<file path="config.mk">
export PLATFORM = sky130hd
export DESIGN_NAME = pwr_stat_ctl
export DESIGN_NICKNAME = d
export VERILOG_FILES = /design/src/rtl/pwr_stat_ctl.sv
export SDC_FILE = /design/constraint.sdc
export NUM_CORES = 1
export LEC_CHECK = 0
export BUFFER_PORTS_ARGS = -buffer_cell sky130_fd_sc_hd__buf_2
export CORE_AREA = 2 2 39 41
export DETAILED_ROUTE_END_ITERATION = 6
export DIE_AREA = 0 0 41 43
export GPL_TIMING_DRIVEN = 0
export PLACE_DENSITY = 0.49
export SYNTH_ARGS = -nofsm -noshare
export SYNTH_HDL_FRONTEND = slang
export SYNTH_SLANG_ARGS = --single-unit
</file>
<file path="constraint.sdc">
create_clock -name clk -period 1.5 [get_ports clk]
set_clock_uncertainty 0.2 [all_clocks]
set_input_delay 0.075 -clock clk [delete_from_list [all_inputs] [get_ports clk]]
set_output_delay 0.075 -clock clk [all_outputs]
set_load 0.02 [all_outputs]
</file>
<file path="src/rtl/pwr_stat_ctl.sv">
module pwr_stat_ctl #(
  parameter int SYNC_STAGES = 2
) (
  input  logic       clk,
  input  logic       rst_n,
  input  logic       wr_en,
  input  logic [7:0] wr_data,
  output logic [7:0] rd_data,
  input  logic       lvw_in,
  input  logic       stop2_exit,
  input  logic       stop_req,
  output logic [1:0] stop_mode
);

  localparam int WARN_BIT   = 7;
  localparam int WACK_BIT   = 6;
  localparam int PPD_BIT    = 3;
  localparam int PACK_BIT   = 2;
  localparam int EN_BIT     = 1;
  localparam int SEL_BIT    = 0;

  logic [SYNC_STAGES-1:0] lvw_pipe;
  logic lvw_sync;
  logic warn_q, ppd_q, pd_en_q, pd_sel_q, lock_q;

  always_ff @(posedge clk or negedge rst_n) begin
    if (!rst_n) lvw_pipe <= '0;
    else        lvw_pipe <= {lvw_pipe[SYNC_STAGES-2:0], lvw_in};
  end

  assign lvw_sync = lvw_pipe[SYNC_STAGES-1];

  wire warn_ack = wr_en & wr_data[WACK_BIT];
  wire ppd_ack  = wr_en & wr_data[PACK_BIT];

  always_ff @(posedge clk or negedge rst_n) begin
    if (!rst_n) begin
      warn_q   <= 1'b0;
      ppd_q    <= 1'b0;
      pd_en_q  <= 1'b0;
      pd_sel_q <= 1'b0;
      lock_q   <= 1'b0;
    end else begin
      warn_q <= lvw_sync | (warn_q & ~warn_ack);
      ppd_q  <= stop2_exit | (ppd_q & ~ppd_ack);
      if (wr_en) lock_q <= 1'b1;
      if (wr_en && !lock_q) begin
        pd_en_q  <= wr_data[EN_BIT];
        pd_sel_q <= wr_data[SEL_BIT];
      end
    end
  end

  assign rd_data = {warn_q, 3'b000, ppd_q, 1'b0, pd_en_q, pd_sel_q};

  assign stop_mode = !stop_req ? 2'b00 :
                     !pd_en_q  ? 2'b01 :
                     pd_sel_q  ? 2'b10 : 2'b11;

endmodule


</file>
# == Yosys cells after proc, flatten, opt, wreduce, memory -nomap -nowiden ==
# Cells that the tools add are included.
# classes
muxes,3
n_bitwise,8
div_mod_pow,0
multipliers,0
n_reduce_logical,2
shifts,0
n_eq_ne,0
magnitude_cmp,0
add_sub_neg,0
# op_table
operator,n
$and A1 B1 Y1,4
$mux W2,2
$not A1 Y1,2
$or A1 B1 Y1,2
$logic_and A1 B1 Y1,1
$logic_not A1 Y1,1
$mux W1,1
# totals
mem_bits_rw,0
output_inout_bits,10
regBits,7
word_cells,19
n_memories,0
in_bits,14
latch_bits,0
mem_bits_ro,0

# == Depth between registers and ports, before layout ==
# Gate-level depths: netlist (run 1).
# depth
ltp_word,4
ltp_mapped,2
ltp_nobuf,2

# == Worst setup path before layout (run 1) ==
# OpenSTA, ideal clock, no wires.
# synth_timing
kind,register -> output
startpoint,register pd_sel_q
endpoint,output port stop_mode[0]
required_time_ns,1.225
setup_slack_ns,0.341
stages_incl_launch_ff,2
arrival_time_ns,0.884
path_buffers,0
path_cell_list,dfrtp_1 -> a21boi_0
# synth_via
elab_chain_len,3
# synth_rtl
element,line_no,text
from (decl),24,"logic warn_q, ppd_q, pd_en_q, pd_sel_q, lock_q;"
from (signal assigned),49,pd_sel_q <= wr_data[SEL_BIT];
$mux W1,58,pd_sel_q ? 2'b10 : 2'b11;
$mux W2,57,!pd_en_q ? 2'b01 :
$mux W2,56,assign stop_mode = !stop_req ? 2'b00 :
to (decl),12,output logic [1:0] stop_mode
# No other way between the ends.

# == Worst setup path in the final report (run 1) ==
# layout_timing
startpoint,register pd_en_q
endpoint,output port stop_mode[0]
# layout_via
elab_chain_len,2
# layout_rtl
element,line_no,text
from (decl),24,
from (signal assigned),48,pd_en_q <= wr_data[EN_BIT];
$mux W2,57,
$mux W2,56,
# No other way between the ends.

==> results of run 1 <==
-- metal layers --
layer / GRT usage (%) / vias up
met5: 0 / -
met4: 4.00 / 0
met3: 3.14 / 0
met2: 12.8 / 5
met1: 9.27 / 123
li1: - / 134
-- state kept, by name (all words and copies together), names as in the netlist --
| name | flops |
|---|---|
| ppd_q | 1 |
| pd_en_q | 1 |
| lvw_pipe | 2 |
| warn_q | 1 |
| pd_sel_q | 1 |
| lock_q | 1 |
-- final timing paths --
| path | cells past startpoint | to | start | slack (ns) |
|---|---|---|---|---|
| min in group asynchronous | 3 | lock_q$_DFFE_PN0P_ | rst_n | 0.58 |
| max reg2reg | 2 | pd_en_q$_DFFE_PN0P_ | lock_q$_DFFE_PN0P_ | 0.33 |
| max | 2 | stop_mode[0] | pd_en_q$_DFFE_PN0P_ | 0.25 |
| min | 3 | pd_sel_q$_DFFE_PN0P_ | wr_en | 0.09 |
| max in group asynchronous | 3 | ppd_q$_DFF_PN0_ | rst_n | 0.29 |
| min reg2reg | 0 | lvw_pipe[1]$_DFF_PN0_ | lvw_pipe[0]$_DFF_PN0_ | 0.16 |
-- final cells by class --
| class | count | area (sq um) |
|---|---|---|
| clock buffer | 4 | 26.3 |
| timing repair buffer | 25 | 175 |
| tap | 16 | 20.0 |
| buffer | 8 | 60.1 |
| multi-input combinational | 14 | 101 |
| fill | 125 | 826 |
| sequential | 7 | 175 |
-- synthesized netlist by cell type --
master,number,share of area (%)
a21boi_0,1,2.3
a21o_1,2,4.6
and2_1,1,1.9
buf_4,8,18
conb_1,1,1.2
dfrtp_1,7,54
mux2_4,2,9.2
nand2_1,2,2.3
nor2b_4,1,4.2
or2_1,1,1.9
-- power groups by stage --
stage / clock network, uW / registers, uW / logic [uW]
2_1_floorplan: 0 / 211 / 66.6
3_3_place_gp: 0 / 213 / 95.4
3_5_place_dp: 0 / 214 / 96.0
4_1_cts: 172 / 210 / 115
5_1_grt: 186 / 212 / 125
6_report: 167 / 210 / 116
-- worst register-to-register path, delay by kind of cell, from the launching register on --
kind             cells  cell delay, ns
DFF                  1            0.40
muxes                1            0.31
and+or+nand+nor      1            0.15
-- kinds of logic (layout without fill, tap and decap cells) --
family | after synthesis | in the layout | synth area share [%]
buffers and inverters | 8 | 37 | 18.5
DFF | 7 | 7 | 53.8
and+or+nand+nor | 5 | 5 | 10.4
AOI/OAI and AO/OA | 3 | 3 | 6.92
other | 1 | 4 | 1.15
muxes | 2 | 2 | 9.23
-- timing repair --
action / 4_1_cts / 5_1_grt
hold endpoints to repair: 13 / 1
endpoints found under the setup margin: 0 / 1
hold buffers: 9 / 2
-- placed cells by master (no fill, tap or decap) --
cell	netlist	layout
a21boi_0	1	1
a21o_1	2	2
and2_1	1	1
buf_2	0	15
buf_4	8	8
clkbuf_1	0	1
clkbuf_4	0	3
conb_1	1	4
dfrtp_1	7	7
dlygate4sd3_1	0	10
mux2_4	2	2
nand2_1	2	2
nor2b_4	1	1
or2_1	1	1
-- metrics by stage --
stage | power, uW | std cells | hold slack, ns | util, %
2_1_floorplan | 277 | 29 | -0.421 | -
3_3_place_gp | 308 | 60 | -0.286 | 31.2
3_5_place_dp | 310 | 60 | -0.282 | 31.2
4_1_cts | 497 | 73 | 0.0838 | 39.6
5_1_grt | 522 | 74 | 0.0903 | 40.3
6_report | 494 | 74 | 0.0853 | 40.3
==> results.json, run 1 <==
{
  "power_frac_seq_pct": 42.6,
  "dieWidth_um": 41,
  "layout-drive-gt1-share_pct": 50.0,
  "setup_violations": 0,
  "die_y_um": 43,
  "grt_pass1_vias": 249,
  "wl_per_cell_um": 8.88,
  "row_count": 14,
  "pwr-share-clk_pct": 33.9,
  "grt_max_degree": 8,
  "coreArea_sq_um": 1380,
  "synth.yosys.seq_area_share_pct": 53.8,
  "nNetsFinal": 73,
  "max_stage_delay_ns": 0.40,
  "fin_crit_sh_pct": 83.6,
  "stdcell_area_sq_um": 558,
  "postLayoutSetupSlackWorst_ns": 0.246,
  "routed-wl-met3_um": 22,
  "synth_cells": 26,
  "p_sw_share_pct": 25.2,
  "n_antenna_cell": 0,
  "cts_buffer_depth": 2,
  "cts_resized": 0,
  "tritoncts": "yes",
  "p_switching_uw": 125,
  "path_max_fanout": 4,
  "top_layer": "met3",
  "slowest_stage": "dfrtp_1",
  "rsz0062_at_grt": "false",
  "clockRootBuffer": "clkbuf_4",
  "syn_avg_cell_area_sq_um": 12.5,
  "h-tree-depth": 1,
  "combPwrFrac_pct": 23.5,
  "initial_utilization_pct": 23.5,
  "numClockSinks": 7,
  "grt_pass1_wl_um": 938,
  "cts_setup_buffers": 0,
  "wirelength_um": 657,
  "endpoint_kind": "primary output",
  "dr.pass1.iters": 2,
  "max_freq_ghz": 0.797,
  "drt_iter0_drc": 6,
  "clk_latency_ns": 0.24,
  "drtAntennaViolNets": 0,
  "clk_pin_slew_ns": 0.05,
  "hold_path.class": "input pin to flop",
  "drv_slew": 0,
  "cp_cell_sequence": "a21boi_0, buf_2",
  "grt_overflow_total": 0,
  "p_leak_uw": 0.000284,
  "cp_data_required_time_ns": 1.22,
  "drcViolationCount": 0,
  "path_class": "flop to primary output",
  "status": "complete, no violations",
  "place_ws_ns": 0.344,
  "fin_setup_tns_ns": 0,
  "drt-met1-wl_um": 240,
  "fin_crit_ns": 1.25,
  "ys_warn_count": 0,
  "hold_violations": 0,
  "dpl_cell_area_sq_um": 432,
  "synth_area_sq_um": 325,
  "cts_buffers": 3,
  "synth_seq_cells": 7,
  "via_per_inst": 3.54,
  "grt_antenna_before_repair": 0,
  "critPathTopFamily": "flip-flops",
  "drv_cap": 0,
  "p_int_uw": 369,
  "wl_met2_um": 395,
  "crit_arrival_ns": 0.98,
  "syn_to_final_growth_pct": 71.5,
  "crit_buf_inv": 1,
  "vias": 262,
  "ios": 24,
  "ir_worst_vdd_uv": 369,
  "port_buffers": 15,
  "globalplace.congestion": 0.623,
  "dieArea_sq_um": 1760,
  "hpwl_um": 441,
  "grt_usage_pct": 8.21,
  "yosysUniqueCellTypes": 10,
  "critical_path.startpoint_type": "flop",
  "p_per_area_nw_per_um2": 885
}
No activity file was read; power rests on OpenSTA's default activity.
==> run 2: changes to the inputs <==
--- a/config.mk
+++ b/config.mk
@@ -5,6 +5,7 @@
 export SDC_FILE = /design/constraint.sdc
 export NUM_CORES = 1
 export LEC_CHECK = 0
+export ABC_AREA = 1
 export BUFFER_PORTS_ARGS = -buffer_cell sky130_fd_sc_hd__buf_2
 export CORE_AREA = 2 2 39 41
 export DETAILED_ROUTE_END_ITERATION = 6
==> constraint.sdc (replaced) <==
create_clock -name clk -period 1.2 [get_ports clk]
set_clock_uncertainty 0.2 [all_clocks]
set_input_delay 0.06 -clock clk [delete_from_list [all_inputs] [get_ports clk]]
set_output_delay 0.06 -clock clk [all_outputs]
set_load 0.02 [all_outputs]
==> results.json, run 2 <==
{
  "hold_violations": 0,
  "p_int_uw": 464,
  "ir_worst_vdd_uv": 697,
  "combPwrFrac_pct": 24.2,
  "crit_arrival_ns": 0.94,
  "layout-drive-gt1-share_pct": 40.6,
  "layout_commonest_cell": "nand2_1",
  "synth_edf_count": 0,
  "drv_cap": 0,
  "dieWidth_um": 41,
  "grt_antenna_before_repair": 0,
  "synth_most_common_cell": "nand2_1",
  "critical_path.startpoint_type": "flop",
  "stdcell_area_sq_um": 588,
  "yosysUniqueCellTypes": 8,
  "ys_async_sr_fraction_pct": 100,
  "tritoncts": "yes",
  "coreArea_sq_um": 1380,
  "finalPower_uw": 621,
  "syn_to_final_growth_pct": 82.2,
  "hold_path.class": "flop to flop",
  "synth.yosys.seq_area_share_pct": 54.3,
  "synth-main-ff-cell": "dfrtp_1",
  "drt_iter0_drc": 2,
  "critPathTopFamily": "flip-flops",
  "yosysTopAreaCell": "dfrtp_1",
  "power_frac_seq_pct": 41.5,
  "p_sw_share_pct": 25.4,
  "drcViolationCount": 0,
  "clockRootBuffer": "clkbuf_4",
  "p_per_area_nw_per_um2": 1060,
  "crit_buf_inv": 1,
  "setup_violations": 0,
  "clk_latency_ns": 0.25,
  "synth_area_leaders": "dfrtp_1 54%, buf_4 19%, nand2_1 14%, inv_1 4.7%, nand3_1 3.1%",
  "wl_per_cell_um": 7.74,
  "grt_usage_pct": 9.83,
  "grt_pass1_vias": 302,
  "largest_reg_flops": 2,
  "grt_max_degree": 8,
  "syn_avg_cell_area_sq_um": 8.97,
  "synth_top_area_share_pct": 54.3,
  "max_stage_delay_ns": 0.38,
  "fin_crit_sh_pct": 99.7,
  "cts_buffers": 3,
  "instances_no_fill": 85,
  "grt_pass1_wl_um": 1100,
  "n_antenna_cell": 0,
  "drv_slew": 0,
  "path_max_fanout": 3,
  "numClockSinks": 7,
  "drtAntennaViolNets": 0,
  "clk_pin_slew_ns": 0.05,
  "dr.pass1.iters": 2,
  "port_buffers": 15,
  "p_switching_uw": 158,
  "synth_commonest_cells": "12 x nand2_1, 8 x buf_4, 7 x dfrtp_1, 4 x inv_1, 2 x nand3_1",
  "dpl_cell_area_sq_um": 429,
  "pwr-share-clk_pct": 34.2,
  "cp_cell_sequence": "a21boi_1, buf_4",
  "cts_buffer_depth": 2,
  "endpoint_kind": "primary output",
  "nNetsFinal": 84,
  "ios": 24,
  "cp_data_required_time_ns": 0.94,
  "hpwl_um": 427,
  "max_freq_ghz": 0.836,
  "path_class": "flop to primary output",
  "die_y_um": 43,
  "wirelength_um": 658,
  "synth_area_sq_um": 323,
  "h-tree-depth": 1,
  "synth_cells": 36,
  "layout_common_cells": "12 x nand2_1, 11 x buf_4, 10 x buf_2",
  "slowest_stage": "dfrtp_1",
  "globalplace.congestion": 0.652,
  "row_count": 14,
  "status": "complete, no violations",
  "vias": 308,
  "dp.cells": 70,
  "initial_utilization_pct": 23.3,
  "fin_crit_ns": 1.20,
  "ys_warn_count": 0,
  "rsz0062_at_grt": "true",
  "p_leak_uw": 0.000332,
  "via_per_inst": 3.62,
  "n_fill_cell": 143,
  "synth_seq_cells": 7,
  "top_register": "lvw_pipe",
  "grt_overflow_total": 0,
  "dieArea_sq_um": 1760
}
-- run 2: cell count changes after synthesis --
| cell | change |
|---|---|
| inv_1 | +4 |
| nand3_1 | +2 |
| a21o_1 | -2 |
| nand2_1 | +10 |
| nor2b_4 | -1 |
| mux2_4 | -2 |
| and2_1 | -1 |
-- run 2: cell families (layout without fill, tap and decap cells) --
logic type             count (synthesis)  after routing  synth area share (%)
AND/OR/NAND/NOR                       15             15                  19.0
buffers and inverters                 12             42                  23.3
flip-flops                             7              7                  54.3
other                                  1              4                  1.16
AO/OA/AOI/OAI                          1              1                  2.33
-- run 2: what timing repair did --
| item | 4_1_cts | 5_1_grt |
|---|---|---|
| endpoints found under the hold margin | 13 | 0 |
| resized for setup | 2 | 8 |
| endpoints found under the setup margin | 2 | 5 |
| buffers inserted | 2 | 0 |
| pin swaps | 0 | 1 |
| hold buffers | 9 | 0 |
-- run 2: cell type report --
type                    count  area [sq um]  share of cell area, %
repair buffers             26           208                   35.3
flip-flops and latches      7           175                   29.8
multi-input cells          20          83.8                   14.3
plain buffers               8          60.1                   10.2
clock buffers               4          26.3                   4.47
well taps                  16          20.0                   3.40
inverters                   4          15.0                   2.55
-- run 2: final timing paths --
path / start / end / slack, ns / depth (start not counted)
min in group asynchronous: rst_n / pd_en_q$_DFFE_PN0P_ / 0.52 / 3
max: pd_sel_q$_DFFE_PN0P_ / stop_mode[0] / 0.003 / 2
max in group asynchronous: rst_n / lvw_pipe[0]$_DFF_PN0_ / 0.12 / 3
min reg2reg: lvw_pipe[0]$_DFF_PN0_ / lvw_pipe[1]$_DFF_PN0_ / 0.15 / 0
min: lvw_pipe[0]$_DFF_PN0_ / lvw_pipe[1]$_DFF_PN0_ / 0.15 / 0
max reg2reg: pd_en_q$_DFFE_PN0P_ / pd_en_q$_DFFE_PN0P_ / 0.27 / 3
-- run 2: through the flow --
step | util [%] | hold WS, ns | setup TNS, ns | setup WS (ns)
after floorplan | - | -0.436 | 0 | 0.0548
after global placement | 31.0 | -0.297 | 0 | 0.217
after detailed placement | 31.0 | -0.298 | 0 | 0.209
after CTS | 40.7 | 0.149 | -0.0135 | -0.0135
after global routing | 42.5 | 0.162 | -0.0689 | -0.0544
final | 42.5 | 0.146 | 0 | 0.00324
-- run 2: power by group through the flow --
stage	Sequential, uW	Combinational (uW)	Clock (uW)
after floorplan	260	68.6	0
after global placement	262	103	0
after detailed placement	262	104	0
after CTS	258	137	222
after global routing	260	167	238
final	258	150	213
-- run 2: layer usage --
| metal | track usage, % | part of all wire [%] | vias up |
|---|---|---|---|
| met5 | 0 | 0 | - |
| met4 | 4.00 | 0 | 0 |
| li1 | - | - | 159 |
| met3 | 6.28 | 11 | 0 |
| met1 | 9.27 | 40 | 129 |
| met2 | 15.9 | 49 | 20 |
==> run 3: changes to the inputs <==
--- a/config.mk
+++ b/config.mk
@@ -6,12 +6,12 @@
 export NUM_CORES = 1
 export LEC_CHECK = 0
 export ABC_AREA = 1
-export BUFFER_PORTS_ARGS = -buffer_cell sky130_fd_sc_hd__buf_2
 export CORE_AREA = 2 2 39 41
 export DETAILED_ROUTE_END_ITERATION = 6
 export DIE_AREA = 0 0 41 43
+export DONT_BUFFER_PORTS = 1
 export GPL_TIMING_DRIVEN = 0
-export PLACE_DENSITY = 0.49
+export PLACE_DENSITY = 0.33
 export SYNTH_ARGS = -nofsm -noshare
 export SYNTH_HDL_FRONTEND = slang
 export SYNTH_SLANG_ARGS = --single-unit
==> results.json, run 3 (synthesized netlist as in run 2, its figures left out) <==
{
  "status": "complete, no violations",
  "setup_violations": 0,
  "max_stage_delay_ns": 0.42,
  "cts_buffer_depth": 2,
  "wl_per_cell_um": 8.79,
  "cp_data_required_time_ns": 0.94,
  "power_frac_seq_pct": 45.4,
  "nNetsFinal": 67,
  "drtAntennaViolNets": 0,
  "grt_antenna_before_repair": 0,
  "dp.cells": 55,
  "dpl_cell_area_sq_um": 354,
  "hp-start": "stop_req",
  "pwr-share-clk_pct": 36.8,
  "critPathTopFamily": "flip-flops",
  "clk_latency_ns": 0.25,
  "h-tree-depth": 1,
  "drcViolationCount": 0,
  "grt_usage_pct": 8.74,
  "coreArea_sq_um": 1380,
  "r2r_start": "lock_q$_DFFE_PN0P_",
  "endpoint_kind": "primary output",
  "p_leak_uw": 0.000259,
  "row_count": 14,
  "dieArea_sq_um": 1760,
  "postLayoutSetupSlackWorst_ns": 0.0304,
  "max_freq_ghz": 0.855,
  "crit_buf_inv": 0,
  "clockRootBuffer": "clkbuf_4",
  "finalPower_uw": 580,
  "rsz0062_at_grt": "true",
  "cts_buffers": 3,
  "wirelength_um": 598,
  "tritoncts": "yes",
  "cp_cell_sequence": "a21boi_4",
  "layout_common_cells": "12 x nand2_1, 9 x dlygate4sd3_1, 8 x buf_4",
  "port_buffers": 0,
  "grt_overflow_total": 0,
  "vias": 251,
  "via_per_inst": 3.69,
  "path_class": "flop to primary output",
  "r2r_cells": 4,
  "slowest_stage": "dfrtp_1",
  "p_sw_share_pct": 26.2,
  "drv_slew": 0,
  "hold_violations": 0,
  "r2r_end": "pd_en_q$_DFFE_PN0P_",
  "grt_pass1_wl_um": 945,
  "p_switching_uw": 152,
  "layout_commonest_cell": "nand2_1",
  "p_int_uw": 428,
  "hpwl_um": 416,
  "dieWidth_um": 41,
  "initial_utilization_pct": 23.3,
  "clk_pin_slew_ns": 0.05,
  "path_max_fanout": 3,
  "hold_path.class": "input pin to primary output",
  "grt_max_degree": 8,
  "p_per_area_nw_per_um2": 1200,
  "cp-startpoint": "pd_sel_q$_DFFE_PN0P_",
  "crit_arrival_ns": 0.91,
  "syn_to_final_growth_pct": 49.6,
  "instances_no_fill": 68,
  "dr.pass1.iters": 4,
  "grt_pass1_vias": 258,
  "layout-drive-gt1-share_pct": 25.0,
  "holdPathStages": 2,
  "n_fill_cell": 140,
  "cts_setup_buffers": 0,
  "largest_reg_flops": 2,
  "n_antenna_cell": 0,
  "globalplace.congestion": 0.576,
  "top_register": "lvw_pipe",
  "fin_crit_ns": 1.17,
  "drv_cap": 0,
  "hold-path-endpoint": "stop_mode[1]",
  "ios": 24,
  "fin_crit_sh_pct": 97.5,
  "die_y_um": 43,
  "critical_path.startpoint_type": "flop",
  "reg2reg_setup_slack_ns": 0.26,
  "numClockSinks": 7,
  "combPwrFrac_pct": 17.9,
  "place_ws_ns": -0.00305,
  "drt_iter0_drc": 7,
  "ir_worst_vdd_uv": 441,
  "stdcell_area_sq_um": 483
}
-- run 3: changes by cell type in the layout (fill, tap and decap cells not counted) --
cell and change:
buf_4 -3, a21boi_1 -1, buf_6 -4, a21boi_4 +1
buf_2 -10, dfrtp_1 -1, dfrtp_2 +1
-- run 3: timing repair --
item,CTS,global route
setup endpoints to repair,1,2
hold endpoints to repair,13,0
hold buffers,9,0
resized for setup,3,1
-- run 3: worst max-delay path by stage --
stage                         endpoint  slack [ns]  depth (start not counted)
after floorplan           stop_mode[0]        0.05                          1
after global placement    stop_mode[0]       0.006                          1
after detailed placement  stop_mode[0]      -0.003                          1
after CTS                 stop_mode[0]       0.008                          1
after global routing      stop_mode[0]       -0.01                          1
final                     stop_mode[0]        0.03                          1
-- run 3: final cells by class --
class,instances,area (sq um),share of cell area [%]
Buffer,8,60.1,12.4
Inverter,4,15.0,3.11
Clock buffer,4,26.3,5.44
Timing Repair Buffer,9,90.1,18.7
Sequential cell,7,176,36.5
Tap cell,16,20.0,4.15
Multi-Input combinational cell,20,95.1,19.7
-- run 3: power by group through the flow --
stage | sequential [uW] | combinational [uW] | clock [uW]
after global routing | 265 | 116 | 240
after global placement | 262 | 71.2 | 0
after detailed placement | 263 | 71.6 | 0
final | 263 | 104 | 213
after floorplan | 260 | 68.6 | 0
after CTS | 262 | 105 | 230
-- run 3: routing by layer --
metal / track usage [%] / wire length, um
met5: 0 / 0
met4: 10.0 / 0
met3: 3.14 / 69
met2: 12.5 / 290
met1: 8.36 / 238
-- run 3: metrics by stage --
| step | hold WS (ns) | utilization (%) | setup TNS, ns |
|---|---|---|---|
| 6_report | 0.0592 | 34.9 | 0 |
| 5_1_grt | 0.0621 | 34.9 | -0.00975 |
| 4_1_cts | 0.0607 | 34.8 | 0 |
| 3_5_place_dp | -0.435 | 25.6 | -0.00305 |
| 3_3_place_gp | -0.435 | 25.6 | 0 |
| 2_1_floorplan | -0.436 | - | 0 |
